### config.mk
export PLATFORM = sky130hd
export DESIGN_NAME = bc_branch_cond
export DESIGN_NICKNAME = d
export VERILOG_FILES = /design/src/rtl/bc_pkg.sv /design/src/rtl/bc_cond_select.sv /design/src/rtl/bc_flag_stage.sv /design/src/rtl/bc_branch_cond.sv
export SDC_FILE = /design/constraint.sdc
export NUM_CORES = 1
export LEC_CHECK = 0
export CAP_MARGIN = 25
export CORE_AREA = 5 5 42 44
export DETAILED_ROUTE_END_ITERATION = 16
export DIE_AREA = 0 0 47 49
export SLEW_MARGIN = 20
export SYNTH_ARGS = -nofsm -noshare
export SYNTH_HDL_FRONTEND = slang
export SYNTH_SLANG_ARGS = --single-unit
### constraint.sdc
create_clock -name clk -period 1.65 [get_ports clk]
set_clock_uncertainty 0.2 [all_clocks]
set_input_delay 0.33 -clock clk [delete_from_list [all_inputs] [get_ports clk]]
set_output_delay 0.33 -clock clk [all_outputs]
set_load 0.005 [all_outputs]
### src/rtl/bc_pkg.sv
package bc_pkg;
  localparam int unsigned SEL_W  = 3;
  localparam int unsigned N_COND = 1 << SEL_W;

  // Immediate-path condition slots
  typedef enum logic [SEL_W-1:0] {
    BR_ONE   = 3'd0,
    BR_FLAG  = 3'd1,
    BR_ZERO  = 3'd2,
    BR_CARRY = 3'd3,
    BR_OVF   = 3'd4,
    BR_SIGN  = 3'd5,
    BR_CTLA  = 3'd6,
    BR_CTLB  = 3'd7
  } br_cond_e;

  // Deferred-path condition slots
  typedef enum logic [SEL_W-1:0] {
    FL_ONE   = 3'd0,
    FL_SELF  = 3'd1,
    FL_SHLO  = 3'd2,
    FL_SHHI  = 3'd3,
    FL_ZERO  = 3'd4,
    FL_CARRY = 3'd5,
    FL_OVF   = 3'd6,
    FL_SIGN  = 3'd7
  } fl_cond_e;

  typedef struct packed {
    logic zero;
    logic carry;
    logic ovf;
    logic sign;
  } alu_stat_t;
endpackage

### src/rtl/bc_cond_select.sv
module bc_cond_select #(
  parameter int unsigned SEL_W = 3,
  localparam int unsigned N = 1 << SEL_W
) (
  input  logic [N-1:0]     conds,
  input  logic [SEL_W-1:0] sel,
  input  logic             inv,
  output logic             y
);
  logic [N-1:0] hit;
  logic         picked;

  // One-hot decode of the select, then an OR reduction.
  for (genvar g = 0; g < N; g++) begin : g_dec
    assign hit[g] = (sel == SEL_W'(g)) & conds[g];
  end

  always_comb begin
    picked = |hit;
    y      = picked ^ inv;
  end
endmodule

### src/rtl/bc_flag_stage.sv
module bc_flag_stage
  import bc_pkg::*;
(
  input  logic             clk,
  input  logic             rst,
  input  logic [SEL_W-1:0] fl_sel,
  input  logic             fl_inv,
  input  logic             shift_lo,
  input  logic             shift_hi,
  input  alu_stat_t        alu,
  output logic             flag_q
);
  logic [N_COND-1:0] fconds;
  logic              fnext;

  always_comb begin
    fconds           = '0;
    fconds[FL_ONE]   = 1'b1;
    fconds[FL_SELF]  = flag_q;
    fconds[FL_SHLO]  = shift_lo;
    fconds[FL_SHHI]  = shift_hi;
    fconds[FL_ZERO]  = alu.zero;
    fconds[FL_CARRY] = alu.carry;
    fconds[FL_OVF]   = alu.ovf;
    fconds[FL_SIGN]  = alu.sign;
  end

  bc_cond_select #(.SEL_W(SEL_W)) u_fsel (
    .conds(fconds),
    .sel  (fl_sel),
    .inv  (fl_inv),
    .y    (fnext)
  );

  always_ff @(posedge clk) begin
    if (rst) flag_q <= 1'b0;
    else     flag_q <= fnext;
  end

  // Checks on the flag register
  p_reset_clear_r1: assert property (@(posedge clk) rst |=> !flag_q);
  p_hold_r8: assert property (@(posedge clk) disable iff (rst)
    (fl_sel == FL_SELF && !fl_inv) |=> $stable(flag_q));
  p_toggle_r8: assert property (@(posedge clk) disable iff (rst)
    (fl_sel == FL_SELF && fl_inv) |=> (flag_q != $past(flag_q)));
  p_const_r7: assert property (@(posedge clk) disable iff (rst)
    (fl_sel == FL_ONE) |=> (flag_q == !$past(fl_inv)));
  p_shift_lo_r9: assert property (@(posedge clk) disable iff (rst)
    (fl_sel == FL_SHLO) |=> (flag_q == ($past(shift_lo) ^ $past(fl_inv))));
endmodule

### src/rtl/bc_branch_cond.sv
module bc_branch_cond
  import bc_pkg::*;
(
  input  logic       clk,
  input  logic       rst,
  input  logic [2:0] br_sel,
  input  logic       br_inv,
  input  logic [2:0] fl_sel,
  input  logic       fl_inv,
  input  logic       alu_zero,
  input  logic       alu_carry,
  input  logic       alu_ovf,
  input  logic       alu_sign,
  input  logic       shift_lo,
  input  logic       shift_hi,
  input  logic       ctl_stat_a,
  input  logic       ctl_stat_b,
  output logic       test_out,
  output logic       flag_q
);
  alu_stat_t         alu;
  logic [N_COND-1:0] bconds;

  assign alu = '{zero: alu_zero, carry: alu_carry, ovf: alu_ovf, sign: alu_sign};

  bc_flag_stage u_flag (
    .clk     (clk),
    .rst     (rst),
    .fl_sel  (fl_sel),
    .fl_inv  (fl_inv),
    .shift_lo(shift_lo),
    .shift_hi(shift_hi),
    .alu     (alu),
    .flag_q  (flag_q)
  );

  always_comb begin
    bconds           = '0;
    bconds[BR_ONE]   = 1'b1;
    bconds[BR_FLAG]  = flag_q;
    bconds[BR_ZERO]  = alu.zero;
    bconds[BR_CARRY] = alu.carry;
    bconds[BR_OVF]   = alu.ovf;
    bconds[BR_SIGN]  = alu.sign;
    bconds[BR_CTLA]  = ctl_stat_a;
    bconds[BR_CTLB]  = ctl_stat_b;
  end

  bc_cond_select #(.SEL_W(SEL_W)) u_bsel (
    .conds(bconds),
    .sel  (br_sel),
    .inv  (br_inv),
    .y    (test_out)
  );

  // Checks relating the two paths and the ports
  p_always_r2: assert property (@(posedge clk) disable iff (rst)
    (br_sel == BR_ONE) |-> (test_out == !br_inv));
  p_flag_route_r3: assert property (@(posedge clk) disable iff (rst)
    (br_sel == BR_FLAG) |-> (test_out == (flag_q ^ br_inv)));
  p_latched_test_r11: assert property (@(posedge clk) disable iff (rst)
    (fl_sel == FL_ZERO && !fl_inv) ##1 (br_sel == BR_FLAG && !br_inv && !rst)
      |-> (test_out == $past(alu_zero)));
  p_ctl_b_r5: assert property (@(posedge clk) disable iff (rst)
    (br_sel == BR_CTLB) |-> (test_out == (ctl_stat_b ^ br_inv)));
endmodule

# Yosys cells after proc, flatten, opt, wreduce, memory -nomap -nowiden
# Index checks and enable logic that the tools add are counted.
[op_classes] eq_ne=14 bitwise_logic=16 n_reduce_logical=4
[op_table] operator="equality test 3 bit, second input constant" count=8
[op_table] operator="OR reduction 8 bit" count=2
[op_table] operator="AND 1 bit" count=14
[op_table] operator="equality test 3 x 2 -> 1 bit, second input constant" count=4
[op_table] operator="equality test 3 x 1 -> 1 bit, second input constant" count=2
[op_table] operator="logical NOT 3 bit" count=2
[op_table] operator="bitwise XOR 1 bit" count=2
[totals] ff_bits=1 input_bits=18 output_inout_bits=2 wordCells=35

# Longest topological paths before layout
[logic_depth] depth_word=4 mapped_depth=4 mapped_depth_nobuf=4

# By module
# A second synthesis with hierarchy kept.
[unflattened] cells_unflattened=18 hier_area_um2=193.9
[by_module_without_submodules] module="bc_cond_select" instances=2 cells_each=7 area_per_inst_um2=76.3 seq_area_each_um2=0.0
[by_module_without_submodules] module="bc_flag_stage" instances=1 cells_each=3 area_per_inst_um2=37.5 seq_area_each_um2=20.0
[by_module_without_submodules] module="bc_branch_cond" instances=1 cells_each=1 area_per_inst_um2=3.8 seq_area_each_um2=0.0

# Worst setup path after synthesis
# No wires, ideal clock.
[synth_path] kind="input to output" from="input br_sel[1]" to="output test_out" arrival_ps=1110 t_required_ps=1120 slack_ps=10 path_stages=3 n_path_buf=0 cell_sequence="mux4_2 a21oi_1 xnor2_1"
[synth_between] elab_chain_cells=4 word_cells_on_any_way=17 classes_between="eq/ne: 7; bitwise: 8; reduce/logical: 2"
[synth_rtl] item="from (decl)" line="bc_branch_cond.sv:6" text="input logic [2:0] br_sel,"
[synth_rtl] item="equality test 3 x 1 -> 1 bit (tied with other cells)" line="bc_cond_select.sv:15" text="assign hit[g] = (sel == SEL_W'(g)) & conds[g];"
[synth_rtl] item="AND 1 bit" line="bc_cond_select.sv:15"
[synth_rtl] item="OR reduction 8 bit (*)" line="bc_cond_select.sv:19" text="picked = |hit;"
[synth_rtl] item="bitwise XOR 1 bit (*)" line="bc_cond_select.sv:20" text="y = picked ^ inv;"
[synth_rtl] item="to (decl)" line="bc_branch_cond.sv:18" text="output logic test_out,"
# Mark *: on every way between the ends. The rest lies on a longest branch, timed or not.

# Worst setup path in the final report
# Same ends and word-level chain as after synthesis.

==> results.md <==
* Final ANT Viol Nets at 0
* Chip height at 49 um
* EDFF count, synth at 0
* Max FO, Critical Path at 2
* Share of the synthesized area in the top cell type at roughly a quarter
* Worst slew pin tran at 0.2613 ns
* Antenna cells at 0
* Avg WL per Cell at 10.57 um
* Nets@finish at 62
* Design area at 436.7 sq um
* Flip-flop and latch count after synthesis at 1
* Clk slew on worst S/H paths at 0 ns
* Area grow syn2layout at 166.4%
* Worst path max stage delay at 0.49 ns
* Mapped Nets at 36
* Synthesized area per cell at 9.106 sq um
* Min Hold Slack at 0.6107 ns
* Failing checks: setup timing
* Total of max-cap violations at 0
* Status: finished with violations
* Max reg flops at 1
* Biggest register: u_flag.flag_q
* Minimum clock period at 1.811 ns
* Critical Path AT at 1.28 ns
* Via count at 230
* Total grt overflow at 0
* Slowest-stage cell, CP: mux4_2
* Worst reg2reg path startpoint: u_flag.flag_q$_SDFF_PP0_
* VDD IR max at between 0.0001 and 0.00015 V
* Worst slew margin at 82.58%
* Predominant post-synthesis flop cell: dfxtp_1
* Layout cell share with drive strength beyond 1 at 45.24%
* Synth area leaders: mux2i_1 24%, mux4_2 14%, dfxtp_1 12%, a221oi_2 9.2%, nor3_1 6.1%
* Worst min path class: in2reg
* Worst slack, placed at -1.073 ns
* RSZ-0062 raised after global routing: true
* CP endpoint kind: output pin
* Worst-path cell chain: buf_8 -> mux4_2 -> a21oi_2 -> xnor2_1 -> buf_2
* Overall Global Routing Usage at 4.715%
* Mapped Area at 163.9 sq um
* Post-synth cell types at 14
* Rows at 14
* DRT iter0 DRCs at 0
* Post-synth top cells: 4 x mux2i_1, 2 x nor3_1
* First-pass DRT Iterations at 1
* Syn Inst Count at 18
* Pin count of the biggest net entering global routing at 5
* Vias in the first global route at 240
* Critical Path Source: br_sel[1]
* Min-delay src: alu_sign
* Cell Area, Placed at 404.1 sq um
* GPL Wtd Cong at between 0.6 and 0.7
* Setup violations, final at 1
* Asr flop ratio synth at 0%
* FMAX at 552.2 MHz
* Die area at roughly 2300 sq um
* Most frequent cell after synthesis: mux2i_1
* Drt via density at 3.966
* I/O pins at 20
* Leak at 0.0002093 uW
* Critical path buffer and inverter count at 2
* Critical Path Source Type: input port
* Skew-Pair Late Insertion Delay at 0 ns
* Period utilization at 109.7%
* Regs by FF count: u_flag.flag_q x1
* Starting Density at 11.70%
* Largest area contributor in the netlist: mux2i_1
* Required time worst endpoint at 1.12 ns
* Post-layout util at 31.16%
* Global-route wire length before repair at about 870 um
* Register area share after synthesis at 12.21%
* Core area at 1401 sq um
* Power Dens Cells at 295.3 nW/um^2
* Die width at 47 um
* Final WS setup at -0.1608 ns
* Final Max Slew Viols at 0
* Routed wire length at 613 um
* Residual DRC at 0
* Antenna violations before repair at 0
* Port buffer count at 19
* Hold_buf cts at 0
* Fin. Hold Viols at 0
* Crit path kind: in2out
* Synth Warn # at 0
* Cell family with most CP delay: multiplexers
[cell families (layout without fill, tap and decap cells)]
family	Yosys count	in the layout	share of synthesized area, %
buffers and inverters	0	24	0
AND/OR/NAND/NOR	6	6	19.08
AO/OA/AOI/OAI	5	5	25.19
XOR/XNOR	1	1	5.344
flip-flops	1	1	12.21
multiplexers	5	5	38.17
[final timing paths]
path	end	slack [ns]	cells past startpoint
hold reg to reg	u_flag.flag_q$_SDFF_PP0_	0.66	5
hold / removal	u_flag.flag_q$_SDFF_PP0_	0.61	5
setup / recovery	test_out	-0.16	5
setup reg to reg	u_flag.flag_q$_SDFF_PP0_	0.38	5
[where the power goes]
group	switching [uW]	internal (uW)	total (uW)
clock network	0	0	0
logic	34.0	66.6	101
registers	1.25	27.0	28.3
total	35.3	93.7	129
[worst reg2reg max path, delay by kind of cell (launching register included)]
kind                   cells  cell delay, ns
and+or+nand+nor            1            0.13
muxes                      1            0.15
DFF                        1            0.29
buffers and inverters      1            0.13
AOI/OAI and AO/OA          2            0.30
[routing by layer]
layer  vias up  part of all wire [%]  global-route usage [%]
met1        98                    33                   4.605
met2        11                    52                   9.955
li1        121                     -                       -
met4         0                     0                       0
met3         0                    15                  0.7380
met5         -                     0                       0
[through the flow]
stage / TNS, ns / std cells / power (uW)
floorplan: 0 / 18 / 58.19
global placement: -1.199 / 57 / 129.2
detailed placement: -1.245 / 57 / 129.7
CTS: -0.1623 / 58 / 126.5
global route: -0.2179 / 58 / 138.3
finish: -0.1608 / 58 / 129.0
[cell usage in the layout (no fill, tap or decap), types with 2 or more instances in the layout]
cell,Yosys,final
nor3_2,0,2
dlygate4sd2_1,0,4
mux2i_1,4,4
clkdlybuf4s50_1,0,4
clkdlybuf4s15_1,0,2
buf_6,0,2
buf_2,0,2
dlymetal6s2s_1,0,3
buf_4,0,5
[area by class of cell]
| type | count | area, sq um |
|---|---|---|
| Tap cell | 16 | 20.02 |
| Sequential cell | 1 | 20.02 |
| Multi-Input combinational cell | 17 | 173.9 |
| Fill cell | 159 | 964.7 |
| Timing Repair Buffer | 24 | 222.7 |
[timing repair]
action	in CTS	in global routing
endpoints found under the hold margin	0	0
setup buffers	1	0
resized for setup	35	9
setup endpoints to repair	2	2
pin swaps	4	6
No activity file was read; power rests on OpenSTA's default activity.
